## config.mk

```make
export PLATFORM = sky130hd
export DESIGN_NAME = rx_pkt_filter
export DESIGN_NICKNAME = d
export VERILOG_FILES = /design/src/rtl/rxpf_pkg.sv /design/src/rtl/rxpf_dpath.sv /design/src/rtl/rxpf_ctrl.sv /design/src/rtl/rx_pkt_filter.sv
export SDC_FILE = /design/constraint.sdc
export NUM_CORES = 1
export LEC_CHECK = 0
export ABC_AREA = 1
export BUFFER_PORTS_ARGS = -buffer_cell sky130_fd_sc_hd__buf_2
export CAP_MARGIN = 0
export CORE_MARGIN = 1
export CORE_UTILIZATION = 40
export CTS_CLUSTER_DIAMETER = 150
export DETAILED_ROUTE_END_ITERATION = 8
export GPL_ROUTABILITY_DRIVEN = 0
export PLACE_DENSITY = 0.61
export SKIP_LAST_GASP = 1
export SYNTH_ARGS = -nofsm -noshare
export SYNTH_HDL_FRONTEND = slang
export SYNTH_SLANG_ARGS = --single-unit
```

## constraint.sdc

```tcl
create_clock -name clk -period 3.8 [get_ports clk]
set_input_delay 0.38 -clock clk [delete_from_list [all_inputs] [get_ports clk]]
set_output_delay 0.38 -clock clk [all_outputs]
set_load 0.02 [all_outputs]
```

## src/rtl/rxpf_pkg.sv

```systemverilog
package rxpf_pkg;

  localparam logic [1:0] LM_FIXED = 2'd0;
  localparam logic [1:0] LM_VAR   = 2'd1;
  localparam logic [1:0] LM_INF   = 2'd2;
  localparam logic [1:0] LM_RSVD  = 2'd3;

  localparam logic [1:0] AC_NONE  = 2'd0;
  localparam logic [1:0] AC_OWN   = 2'd1;
  localparam logic [1:0] AC_ZERO  = 2'd2;
  localparam logic [1:0] AC_BOTH  = 2'd3;

  typedef enum logic [2:0] {
    S_IDLE, S_LEN, S_ADDR, S_BODY, S_FIN, S_STAT
  } rxState_e;

  typedef struct packed {
    logic latchCfg;
    logic loadFixed;
    logic loadLen;
    logic dec;
    logic emitIn;
    logic emitRssi;
    logic emitStat;
    logic markLast;
    logic done;
    logic flush;
  } ctrlStrobe_t;

endpackage

```

## src/rtl/rxpf_dpath.sv

```systemverilog
module rxpf_dpath
  import rxpf_pkg::*;
#(
  parameter int DATA_W = 8
) (
  input  logic              clk,
  input  logic              rstN,
  input  ctrlStrobe_t       st,
  input  logic [DATA_W-1:0] inByte,
  input  logic [1:0]        lenMode,
  input  logic [DATA_W-1:0] lenLimit,
  input  logic [1:0]        addrMode,
  input  logic [DATA_W-1:0] devAddr,
  input  logic              statusEn,
  input  logic              flushEn,
  input  logic              crcOk,
  input  logic [DATA_W-1:0] rssiVal,
  input  logic [DATA_W-2:0] lqiVal,
  output logic [1:0]        cfgMode,
  output logic              cfgAddrOn,
  output logic              cfgStatus,
  output logic              cfgFlush,
  output logic              liveLimitZero,
  output logic              remainOne,
  output logic              addrPass,
  output logic              lenTooBig,
  output logic              inZero,
  output logic [DATA_W-1:0] wrData,
  output logic              wrValid,
  output logic              wrLast,
  output logic              pktDone,
  output logic              flushReq
);

  localparam logic [DATA_W-1:0] BCAST_LO = '0;
  localparam logic [DATA_W-1:0] BCAST_HI = '1;
  localparam logic [DATA_W-1:0] ONE      = DATA_W'(1);

  logic [1:0]        cfgAddrMode;
  logic [DATA_W-1:0] cfgLimit;
  logic [DATA_W-1:0] cfgDev;
  logic [DATA_W-1:0] remain;

  // configuration captured at the start strobe
  always_ff @(posedge clk) begin
    if (!rstN) begin
      cfgMode     <= LM_FIXED;
      cfgAddrMode <= AC_NONE;
      cfgLimit    <= '0;
      cfgDev      <= '0;
      cfgStatus   <= 1'b0;
      cfgFlush    <= 1'b0;
    end else if (st.latchCfg) begin
      cfgMode     <= lenMode;
      cfgAddrMode <= addrMode;
      cfgLimit    <= lenLimit;
      cfgDev      <= devAddr;
      cfgStatus   <= statusEn;
      cfgFlush    <= flushEn;
    end
  end

  // remaining payload byte counter
  always_ff @(posedge clk) begin
    if (!rstN) begin
      remain <= '0;
    end else if (st.latchCfg) begin
      remain <= st.loadFixed ? lenLimit : '0;
    end else if (st.loadLen) begin
      remain <= inByte;
    end else if (st.dec && remain != '0) begin
      remain <= remain - ONE;
    end
  end

  always_comb begin
    unique case (cfgAddrMode)
      AC_NONE: addrPass = 1'b1;
      AC_OWN:  addrPass = (inByte == cfgDev);
      AC_ZERO: addrPass = (inByte == cfgDev) || (inByte == BCAST_LO);
      default: addrPass = (inByte == cfgDev) || (inByte == BCAST_LO) || (inByte == BCAST_HI);
    endcase
  end

  assign cfgAddrOn     = (cfgAddrMode != AC_NONE);
  assign lenTooBig     = (inByte > cfgLimit);
  assign inZero        = (inByte == '0);
  assign remainOne     = (remain == ONE);
  assign liveLimitZero = (lenLimit == '0);

  // registered FIFO-side outputs
  always_ff @(posedge clk) begin
    if (!rstN) begin
      wrData   <= '0;
      wrValid  <= 1'b0;
      wrLast   <= 1'b0;
      pktDone  <= 1'b0;
      flushReq <= 1'b0;
    end else begin
      wrValid  <= st.emitIn | st.emitRssi | st.emitStat;
      wrLast   <= st.markLast;
      pktDone  <= st.done;
      flushReq <= st.flush;
      if (st.emitIn)        wrData <= inByte;
      else if (st.emitRssi) wrData <= rssiVal;
      else if (st.emitStat) wrData <= {crcOk, lqiVal};
    end
  end

  AST_LAST_WITH_VALID: assert property (@(posedge clk) disable iff (!rstN)
    wrLast |-> wrValid);
  AST_FLUSH_WITH_DONE: assert property (@(posedge clk) disable iff (!rstN)
    flushReq |-> pktDone);
  AST_DONE_SINGLE: assert property (@(posedge clk) disable iff (!rstN)
    pktDone |=> !pktDone);
  AST_REMAIN_BOUND: assert property (@(posedge clk) disable iff (!rstN)
    (cfgMode != LM_INF) |-> (remain <= cfgLimit));
  AST_INF_NO_FLUSH: assert property (@(posedge clk) disable iff (!rstN)
    flushReq |-> (cfgMode != LM_INF));

endmodule

```

## src/rtl/rxpf_ctrl.sv

```systemverilog
module rxpf_ctrl
  import rxpf_pkg::*;
(
  input  logic        clk,
  input  logic        rstN,
  input  logic        sopStrobe,
  input  logic        inValid,
  input  logic        stopReq,
  input  logic        crcOk,
  input  logic [1:0]  lenMode,
  input  logic [1:0]  addrMode,
  input  logic        liveLimitZero,
  input  logic [1:0]  cfgMode,
  input  logic        cfgAddrOn,
  input  logic        cfgStatus,
  input  logic        cfgFlush,
  input  logic        remainOne,
  input  logic        addrPass,
  input  logic        lenTooBig,
  input  logic        inZero,
  output ctrlStrobe_t st
);

  rxState_e state, nxt;
  logic     take;
  logic     cfgInf;

  assign cfgInf = (cfgMode == LM_INF);

  always_ff @(posedge clk) begin
    if (!rstN) state <= S_IDLE;
    else       state <= nxt;
  end

  always_comb begin
    st   = '0;
    nxt  = state;
    take = 1'b0;
    unique case (state)
      S_IDLE: begin
        if (sopStrobe && lenMode != LM_RSVD) begin
          st.latchCfg = 1'b1;
          if (lenMode == LM_VAR) begin
            nxt = S_LEN;
          end else if (lenMode == LM_FIXED) begin
            st.loadFixed = 1'b1;
            nxt = liveLimitZero ? S_FIN : ((addrMode != AC_NONE) ? S_ADDR : S_BODY);
          end else begin
            nxt = (addrMode != AC_NONE) ? S_ADDR : S_BODY;
          end
        end
      end
      S_LEN: begin
        if (inValid) begin
          if (lenTooBig) begin
            nxt = S_IDLE;
          end else begin
            st.loadLen = 1'b1;
            nxt = inZero ? S_FIN : (cfgAddrOn ? S_ADDR : S_BODY);
          end
        end
      end
      S_ADDR: begin
        if (inValid) begin
          if (addrPass) take = 1'b1;
          else          nxt  = S_IDLE;
        end
      end
      S_BODY: begin
        if (inValid) take = 1'b1;
      end
      S_FIN: begin
        if (cfgStatus) begin
          st.emitRssi = 1'b1;
          nxt = S_STAT;
        end else begin
          st.done  = 1'b1;
          st.flush = cfgFlush && !crcOk;
          nxt = S_IDLE;
        end
      end
      S_STAT: begin
        st.emitStat = 1'b1;
        st.markLast = 1'b1;
        st.done     = 1'b1;
        st.flush    = cfgFlush && !crcOk;
        nxt = S_IDLE;
      end
      default: nxt = S_IDLE;
    endcase

    // one accepted payload byte
    if (take) begin
      st.emitIn = 1'b1;
      nxt = S_BODY;
      if (cfgInf) begin
        if (stopReq) begin
          st.markLast = 1'b1;
          st.done     = 1'b1;
          nxt = S_IDLE;
        end
      end else begin
        st.dec = 1'b1;
        if (remainOne) begin
          st.markLast = !cfgStatus;
          nxt = S_FIN;
        end
      end
    end
  end

  AST_STATUS_FOLLOWS: assert property (@(posedge clk) disable iff (!rstN)
    (state == S_FIN && cfgStatus) |=> (state == S_STAT));
  AST_OVERSIZE_DROP: assert property (@(posedge clk) disable iff (!rstN)
    (state == S_LEN && inValid && lenTooBig) |=> (state == S_IDLE));
  AST_ADDR_FAIL_ABORT: assert property (@(posedge clk) disable iff (!rstN)
    (state == S_ADDR && inValid && !addrPass) |=> (state == S_IDLE));
  AST_RSVD_IGNORED: assert property (@(posedge clk) disable iff (!rstN)
    (state == S_IDLE && sopStrobe && lenMode == LM_RSVD) |=> (state == S_IDLE));

endmodule

```

## src/rtl/rx_pkt_filter.sv

```systemverilog
module rx_pkt_filter
  import rxpf_pkg::*;
#(
  parameter int DATA_W = 8
) (
  input  logic              clk,
  input  logic              rstN,
  input  logic              sopStrobe,
  input  logic [DATA_W-1:0] inByte,
  input  logic              inValid,
  input  logic              stopReq,
  input  logic [1:0]        lenMode,
  input  logic [DATA_W-1:0] lenLimit,
  input  logic [1:0]        addrMode,
  input  logic [DATA_W-1:0] devAddr,
  input  logic              statusEn,
  input  logic              flushEn,
  input  logic              crcOk,
  input  logic [DATA_W-1:0] rssiVal,
  input  logic [DATA_W-2:0] lqiVal,
  output logic [DATA_W-1:0] wrData,
  output logic              wrValid,
  output logic              wrLast,
  output logic              pktDone,
  output logic              flushReq
);

  ctrlStrobe_t st;
  logic [1:0]  cfgMode;
  logic        cfgAddrOn, cfgStatus, cfgFlush;
  logic        liveLimitZero, remainOne, addrPass, lenTooBig, inZero;

  rxpf_ctrl u_ctrl (
    .clk(clk), .rstN(rstN), .sopStrobe(sopStrobe), .inValid(inValid),
    .stopReq(stopReq), .crcOk(crcOk), .lenMode(lenMode), .addrMode(addrMode),
    .liveLimitZero(liveLimitZero), .cfgMode(cfgMode), .cfgAddrOn(cfgAddrOn),
    .cfgStatus(cfgStatus), .cfgFlush(cfgFlush), .remainOne(remainOne),
    .addrPass(addrPass), .lenTooBig(lenTooBig), .inZero(inZero), .st(st)
  );

  rxpf_dpath #(.DATA_W(DATA_W)) u_dpath (
    .clk(clk), .rstN(rstN), .st(st), .inByte(inByte), .lenMode(lenMode),
    .lenLimit(lenLimit), .addrMode(addrMode), .devAddr(devAddr),
    .statusEn(statusEn), .flushEn(flushEn), .crcOk(crcOk), .rssiVal(rssiVal),
    .lqiVal(lqiVal), .cfgMode(cfgMode), .cfgAddrOn(cfgAddrOn),
    .cfgStatus(cfgStatus), .cfgFlush(cfgFlush), .liveLimitZero(liveLimitZero),
    .remainOne(remainOne), .addrPass(addrPass), .lenTooBig(lenTooBig),
    .inZero(inZero), .wrData(wrData), .wrValid(wrValid), .wrLast(wrLast),
    .pktDone(pktDone), .flushReq(flushReq)
  );

endmodule

```

# Word-level counts from Yosys, hierarchy flattened
# Cells that the tools add are included.
# Widths: inputs -> output; s select.
# word_totals
latchBits,0
inputBits,51
mem_count,0
rom_bits,0
mem_bits_rw,0
ff_bits,45
word_cells,101
# classes
n_eq_ne,18
n_mul,0
div_mod_pow,0
muxes,48
bitwise,2
magnitude_cmp,1
shifts,0
n_addsub,1
reduce_logical,18
# op_table
op,count
$mux 8,7
$mux 3,13
$logic_not 8->1,2
$mux 1,16
$mux 2,8
$pmux 3 s5,1
$ne 3x2->1 const B,3
$eq 8x1->1 const B,1
$eq 8x8->1,1
$eq 8x8->1 const B,1
$gt 8x8->1,1
$reduce_bool 8->1,1
$sub 8x1->8 const B,1
$eq 3x2->1 const B,2
$eq 3x3->1 const B,2
$reduce_bool 3->1,2
$reduce_and 5->1,1
$eq 2x1->1 const B,2
$eq 2x2->1 const B,2
$logic_not 2->1,2
$pmux 2 s2,1
$reduce_bool 2->1,2
$eq 3x1->1 const B,1
$logic_and 1x1->1,3
other kinds (9),12

# Logic depth before layout (Yosys ltp)
# Gate-level depths: netlist of run 1.
# logic_depth
word_depth,12
mapped_depth,16
mapped_depth_nobuf,16

# Cells and area by module
# From an unflattened synthesis of run 1, not the netlist that was laid out.
# unflattened
cells_unflattened,443
hier_area_um2,2832.7
# modules_own_cells
module,cells_each,seq_area_each_um2,area_each_um2,instances
rxpf_dpath,353,840.8,2352.3,1
rxpf_ctrl,90,60.1,480.5,1

# Worst setup path after synthesis of run 1
# OpenSTA, ideal clock, no wires.
# synth_timing
path_type,input -> register
startpoint,in inByte[7]
endpoint,reg u_dpath.remain[0]
cell_stages,11
required_ns,3.689
path_buffers,1
setup_slack_ns,2.084
arrival_time_ns,1.604
setup_time_ns,0.111
path_cell_list,ha_1 > a21o_1 > nor2_1 > nand2_1 > nand2_1 > buf_2 > nand3_1 > nand3_1 > nand2_1 > nor2_1 > nor2_1
# synth_via
elab_chain_len,10
word_cells_on_any_way,18
# synth_rtl
item,line,rtl
from (decl),rx_pkt_filter.sv:9,"input logic [DATA_W-1:0] inByte,"
$eq 8x8->1 / $logic_not 8->1 (equally long branches),"rxpf_dpath.sv:79, rxpf_dpath.sv:80, rxpf_dpath.sv:81",
$logic_or 1x1->1,"rxpf_dpath.sv:80, rxpf_dpath.sv:81",
$logic_or 1x1->1,rxpf_dpath.sv:81,default: addrPass = (inByte == cfgDev) || (inByte == BCAST_LO) || (inByte == BCAST_HI);
$pmux 1 s3,rxpf_dpath.sv:77,unique case (cfgAddrMode)
$mux 1,rxpf_ctrl.sv:65,if (addrPass) take = 1'b1;
$mux 1,rxpf_ctrl.sv:64,if (inValid) begin
$pmux 1 s2,rxpf_ctrl.sv:39,unique case (state)
$mux 2,rxpf_ctrl.sv:93,if (take) begin
$logic_and 1x1->1,rxpf_dpath.sv:71,end else if (st.dec && remain != '0) begin
$reduce_bool 3->1 (no line),n/a,
to (signal assigned),rxpf_dpath.sv:68,remain <= st.loadFixed ? lenLimit : '0;
to (signal assigned),rxpf_dpath.sv:70,remain <= inByte;
to (signal assigned),rxpf_dpath.sv:72,remain <= remain - ONE;
to (decl),rxpf_dpath.sv:42,logic [DATA_W-1:0] remain;
# Parallel ways exist; a longest one is shown, timed or not.
# A chain may end at the register's enable or synchronous reset.

# Worst setup path in the final report of run 1
# layout_timing
startpoint,reg u_dpath.cfgLimit[7]
endpoint,reg u_dpath.remain[1]
# layout_via
elab_chain_len,6
word_cells_on_any_way,7
# layout_rtl
item,line,rtl
from (decl),rxpf_dpath.sv:40,logic [DATA_W-1:0] cfgLimit;
from (signal assigned),rxpf_dpath.sv:56,cfgLimit <= lenLimit;
$gt 8x8->1 *,rxpf_dpath.sv:86,assign lenTooBig = (inByte > cfgLimit);
$mux 1 *,rxpf_ctrl.sv:55,if (lenTooBig) begin
$mux 1 *,rxpf_ctrl.sv:54,if (inValid) begin
$mux 1 *,rxpf_ctrl.sv:39,
$mux 8,rxpf_dpath.sv:69,end else if (st.loadLen) begin
$mux 8,rxpf_dpath.sv:67,end else if (st.latchCfg) begin
# Mark *: on every way between the ends. The rest lies on a longest branch, timed or not.

==> results of run 1 <==
critical path: stages (launching register included):
cell and delay (ns):
dfxtp_1 0.35, inv_1 0.05, ha_1 0.28, nand2_1 0.07, nor2_1 0.15, nand2_1 0.07
nand2_1 0.05, nand2_1 0.27, a21oi_2 0.45, nand2_1 0.12, inv_2 0.14, nor2_1 0.06
nor2_1 0.08
power by group:
part           total [W]  switching, W  internal (W)
Clock           0.000383      0.000168      0.000215
Combinational    0.00107      0.000700      0.000370
Sequential      0.000655     0.0000713      0.000584
Total            0.00211      0.000940       0.00117
layout make-up:
type,instances,area [µm²]
clock buffer,7,86.3
tap,96,120
sequential,45,901
fill,796,3530
inverter,61,234
clock inverter,1,30.0
multi-input combinational,365,1760
timing repair buffer,63,318
per-layer routing:
layer  vias to the layer above  routed length [µm]
li1                       1633                   -
met1                      1373                3840
met2                        90                3610
met3                         8                 389
met4                         0                  77
met5                         -                   0
registers in the layout (all words and copies together), names as in the netlist, 2 cells and up:
signal and cells:
u_dpath.cfgMode 2, u_dpath.cfgDev 8, u_dpath.cfgAddrMode 2, u_dpath.wrData 8, u_ctrl.state 3, u_dpath.cfgLimit 8
u_dpath.remain 8
cells in the mapped netlist:
cell type / instances / area, µm²
nand2_1: 151 / 567
inv_1: 50 / 188
nand4_2: 1 / 12.5
a21oi_2: 1 / 8.76
nand2_2: 2 / 12.5
nor4_1: 1 / 6.26
nand2_4: 1 / 11.3
a31oi_1: 1 / 6.26
o21bai_1: 9 / 67.6
xor2_1: 5 / 43.8
inv_4: 2 / 12.5
xnor2_1: 5 / 43.8
a21o_1: 1 / 7.51
o21ai_0: 16 / 80.1
nor2_1: 77 / 289
nor2_8: 1 / 20.0
nor4_4: 1 / 21.3
inv_2: 9 / 33.8
nor3_1: 5 / 25.0
nand4_1: 2 / 12.5
clkbuf_1: 4 / 15.0
nor2_4: 1 / 11.3
buf_6: 1 / 11.3
ha_1: 10 / 125
nor2_2: 2 / 12.5
dfxtp_1: 45 / 901
or2_2: 1 / 6.26
nand3_1: 45 / 225
nand3b_1: 1 / 7.51
nor3_2: 1 / 10.0
nor3_4: 1 / 16.3
buf_2: 6 / 30.0
a21oi_1: 23 / 115
worst min-delay path by stage:
| stage | cells past startpoint | to | slack (ns) |
|---|---|---|---|
| after global placement | 2 | u_dpath.flushReq$_SDFF_PN0_ | 0.43 |
| after global routing | 2 | u_dpath.flushReq$_SDFF_PN0_ | 0.26 |
| after floorplan | 2 | u_dpath.flushReq$_SDFF_PN0_ | 0.42 |
| final | 2 | u_dpath.flushReq$_SDFF_PN0_ | 0.26 |
| after detailed placement | 2 | u_dpath.flushReq$_SDFF_PN0_ | 0.44 |
| after CTS | 2 | u_dpath.flushReq$_SDFF_PN0_ | 0.25 |
per-stage QoR:
stage               instances  power, W  worst slack [ns]  utilization (%)  cell area [µm²]
finish                    638   0.00211              1.59             49.5             3450
global route              638   0.00230              1.32             49.5             3450
CTS                       638   0.00211              1.60             49.5             3450
detailed placement        630   0.00173              1.46             47.8             3340
global placement          630   0.00172              1.56             47.8             3340
floorplan                 482   0.00147              2.08                -             2960
cell usage in the layout (no fill, tap or decap):
cell type / instances
o21ai_0: 16
xnor2_1: 5
buf_4: 1
nand3_1: 45
nor3_4: 1
nor2_1: 77
ha_1: 10
clkbuf_8: 6
or2_2: 1
nand2_4: 1
nor3_2: 1
nand2_1: 151
inv_1: 50
nand2_2: 2
a31oi_1: 1
nand3b_1: 1
nor2_8: 1
xor2_1: 5
a21o_1: 1
o21bai_1: 9
a21oi_2: 1
bufinv_16: 1
nor2_2: 2
clkbuf_1: 1
nor2_4: 1
nand4_2: 1
nor3_1: 5
nand4_1: 2
buf_2: 62
inv_4: 2
a21oi_1: 23
nor4_1: 1
nor4_4: 1
inv_2: 9
dfxtp_1: 45
cells by family (layout without fill, tap and decap cells):
group | after synthesis | after routing
simple gates | 294 | 294
buf+inv | 72 | 132
compound gates | 51 | 51
flops | 45 | 45
xor+xnor | 10 | 10
fa+ha+maj | 10 | 10
==> results.yml, run 1 <==
worst_setup_path:
  r2r-end: "u_dpath.remain[1]$_SDFFE_PN0P_"
  r2r_cells: 12
  critPathLaunchType: "flop"
  reg2reg_from: "u_dpath.cfgLimit[7]$_SDFFE_PN0P_"
  crit_start: "u_dpath.cfgLimit[7]$_SDFFE_PN0P_"
  crit_end: "u_dpath.remain[1]$_SDFFE_PN0P_"
  worstPathRequired_ns: 4.04
  crit_fanout: 13
  r2r_slack_ns: 1.59
  critPathKind: "flop to flop"
  endpoint_kind: "flop"
  cp.arrival_ns: 2.44
place:
  dp_hpwl_mm: 6.05
  portBuffers: 62
power:
  ir_worst_vdd_mv: 0.318
  p_per_area_mw_per_mm2: 610
  leakagePower_nw: 1.82
synth:
  ys_seq_elements: 45
  synth_xor_area_share_pct: 2.96
  synth_top_family_by_area: "simple AND/OR/NAND/NOR gates"
  syn-instance-count: 482
  synthMuxAreaShare_pct: 0
  synth_fa_ha_area_share_pct: 4.23
  synth_compound_area_share_pct: 9.65
  yosys.area_share.simple_pct: 42.8
  yosysUniqueCellTypes: 33
  seq_area_frac_synth_pct: 30.5
  syn_area_mm2: 0.00296
  syn-num-nets: 543
  ys_warn_count: 0
  syn_avg_cell_area_um2: 6.13
global_route:
  antenna_found_initial: 0
  grt-ovfl-total: 0
  grtUsageMet1_pct: 28.1
  use_met3_pct: 3.39
  grt_pass1_wl_mm: 12.8
  use_met2_pct: 36.6
  grtUsageTotal_pct: 21.5
  grt.busiest_layer: "met2"
  grt_pass1_vias: 2762
  grt_max_degree: 37
timing:
  clock_skew_ns: 0.0128
  finalMaxSlewViolations: 0
  max_slew_margin_pct: 56.1
  max_freq_mhz: 453
  hold_ws_ns: 0.258
  finalSetupViolations: 0
  hold_violations: 0
  min_period_ns: 2.21
  rsz0062_at_grt: "no"
  tns_ns: 0
  tightestPinTransition_ns: 0.658
  fin_crit_sh_pct: 58.0
cts:
  tritoncts: "done"
  cts_sinks: 45
  cts_setup_buffers: 0
  cts_resized: 0
  htreeDepth: 2
  holdBufCountCts: 0
  clock_latency_ns: 0.31
  root_buffer: "clkbuf_8"
  clockBufferDepth: 2
  numCtsBuffers: 5
  clk_pin_slew_ns: 0.09
route:
  wl_per_cell_um: 12.4
  routed_wl_mm: 7.92
  drt_iter0_drc: 168
  antenna_left: 0
  drc: 0
  drt_first_pass_iters: 4
  via_count: 3104
  vias_per_cell: 4.87
run:
  cap_violations: 0
floorplan:
  initial_core_util_pct: 42.3
  dieWidth_um: 88.0
  die_height_um: 88.0
  die_area_mm2: 0.00774
  io_pins: 63
  core_area_mm2: 0.00698
  rows: 30
min_path:
  hp-start: "crcOk"
  hold_class: "primary input to flop"
final_layout:
  diodes: 0
  syn_to_final_growth_pct: 16.9
  nets: 602
  drive_gt1_share_pct: 17.3
status:
  outcome: "completed"
(Power assumes the default switching activity.)
==> run 2, diff against run 1 <==
==> constraint.sdc (replaced) <==
create_clock -name clk -period 2.25 [get_ports clk]
set_input_delay 0.225 -clock clk [delete_from_list [all_inputs] [get_ports clk]]
set_output_delay 0.225 -clock clk [all_outputs]
set_load 0.02 [all_outputs]
==> results.yml, run 2 (synthesis results as in run 1) <==
timing:
  finalMaxSlewViolations: 0
  clock_skew_ns: 0.0101
  finalSetupViolations: 0
  rsz0062_at_grt: "no"
  fin_crit_sh_pct: 88.5
  setup_slack_ns: 0.258
  max_freq_mhz: 502
  max_slew_margin_pct: 54.6
  min_period_ns: 1.99
  hold_violations: 0
  tightestPinTransition_ns: 0.681
  tns_ns: 0
floorplan:
  die_area_mm2: 0.00774
  core_area_mm2: 0.00698
  io_pins: 63
  dieWidth_um: 88.0
  die_height_um: 88.0
  initial_core_util_pct: 42.3
  rows: 30
global_route:
  grt-ovfl-total: 0
  grt_max_degree: 37
  antenna_found_initial: 0
  grtUsageTotal_pct: 22.2
  grt_pass1_vias: 2842
  grt_pass1_wl_mm: 13.3
final_layout:
  multi_input_area_mm2: 0.00176
  final_cell_mix: "nand2_1, nor2_1, buf_2"
  syn_to_final_growth_pct: 18.2
  nets: 607
  seq_area_um2: 901
  drive_gt1_share_pct: 18.3
  diodes: 0
  nFillCells: 779
  layout_commonest_cell: "nand2_1"
route:
  wl_per_cell_um: 12.5
  vias_per_cell: 4.79
  drt_first_pass_iters: 5
  drt_iter0_drc: 134
  routed_wl_mm: 8.02
  drc: 0
  antenna_left: 0
  via_count: 3082
worst_setup_path:
  r2r_slack_ns: 0.26
  crit_top_cell: "nand2_1"
  cp_slowest_cell: "a21oi_2"
  worstPathCellList: "inv_1, ha_1, nand2_1, nor2_1, nand2_1, nand2_1, nand2_1, a21oi_2, nand2_1, inv_2, nor2_1, nor2_1"
  reg2reg_from: "u_dpath.cfgLimit[7]$_SDFFE_PN0P_"
  r2r-end: "u_dpath.remain[6]$_SDFFE_PN0P_"
  path_delay_family: "simple AND/OR/NAND/NOR gates"
  r2r_cells: 12
  endpoint_kind: "flop"
  worstPathRequired_ns: 2.49
  critPathLaunchType: "flop"
  crit_buf_inv: 2
  crit_fanout: 9
  cp.arrival_ns: 2.24
  critPathKind: "flop to flop"
  critical_path.max_stage_delay_ns: 0.41
place:
  portBuffers: 62
  pre_cts_slack_ns: 0.247
  dp_hpwl_mm: 6.10
cts:
  numCtsBuffers: 5
  htreeDepth: 2
  cts_sinks: 45
  holdBufCountCts: 0
  root_buffer: "clkbuf_8"
  tritoncts: "done"
  cts_setup_buffers: 0
  clock_latency_ns: 0.31
  clk_pin_slew_ns: 0.09
  clockBufferDepth: 2
  cts_resized: 0
power:
  p_per_area_mw_per_mm2: 1010
  intPower_w: 0.00200
  clockPowerShare_pct: 18.9
  combPwrFrac_pct: 50.0
  leakagePower_nw: 1.85
  p_switching_w: 0.00153
  seq_power_share_pct: 31.1
  ir_worst_vdd_mv: 0.677
  switching_share_pct: 43.4
min_path:
  hold_class: "primary input to flop"
  hold_depth: 2
  hp-start: "crcOk"
  min_to: "u_dpath.flushReq$_SDFF_PN0_"
run:
  cap_violations: 0
status:
  outcome: "completed"
-- run 2: power groups by stage --
| stage | clock, W | combinational (W) | sequential [W] |
|---|---|---|---|
| after floorplan | 0 | 0.00136 | 0.00113 |
| after global placement | 0 | 0.00175 | 0.00111 |
| after detailed placement | 0 | 0.00176 | 0.00112 |
| after CTS | 0.000679 | 0.00177 | 0.00110 |
| after global routing | 0.000708 | 0.00202 | 0.00112 |
| final | 0.000667 | 0.00176 | 0.00110 |
-- run 2: metrics by stage --
step	area, µm²	hold WS (ns)	power [W]	util [%]	instances
after floorplan	2960	0.304	0.00249	-	482
after global placement	3370	0.415	0.00286	48.3	635
after detailed placement	3370	0.417	0.00288	48.3	635
after CTS	3490	0.0926	0.00355	50.1	643
after global routing	3490	0.105	0.00385	50.1	643
final	3490	0.0993	0.00353	50.1	643
-- run 2: how the worst max path moves through the flow --
stage	start	to	slack (ns)	cells after the start
after global placement	inByte[7]	u_dpath.remain[6]$_SDFFE_PN0P_	0.25	12
after CTS	u_dpath.cfgLimit[7]$_SDFFE_PN0P_	u_dpath.remain[6]$_SDFFE_PN0P_	0.25	12
after floorplan	u_dpath.cfgLimit[7]$_SDFFE_PN0P_	u_dpath.remain[0]$_SDFFE_PN0P_	0.59	12
after global routing	u_dpath.cfgLimit[7]$_SDFFE_PN0P_	u_dpath.remain[6]$_SDFFE_PN0P_	0.05	12
after detailed placement	inByte[7]	u_dpath.remain[3]$_SDFFE_PN0P_	0.25	12
final	u_dpath.cfgLimit[7]$_SDFFE_PN0P_	u_dpath.remain[6]$_SDFFE_PN0P_	0.26	12
-- run 2: worst reg2reg max path: stages, from the launching register on --
cell and delay, ns:
dfxtp_1 0.34, inv_1 0.04, ha_1 0.29, nand2_1 0.07, nor2_1 0.14, nand2_1 0.07, nand2_1 0.05, nand2_1 0.10
a21oi_2 0.41, nand2_1 0.12, inv_2 0.15, nor2_1 0.06, nor2_1 0.08
-- run 2: area by class of cell --
class / instances / share of cell area, %
sequential: 45 / 25.8
timing repair buffer: 68 / 10.2
multi-input combinational: 365 / 50.5
inverter: 61 / 6.70
tap: 96 / 3.44
clock inverter: 2 / 1.07
clock buffer: 6 / 2.36
-- run 2: per-layer routing --
metal  global-route usage (%)  vias to the layer above  part of all wire, %
met1                     29.3                     1357                   49
met3                     3.39                        8                  4.8
li1                         -                     1636                    -
met2                     37.4                       81                   45
met4                     6.71                        0                  1.2
met5                        0                        -                    0
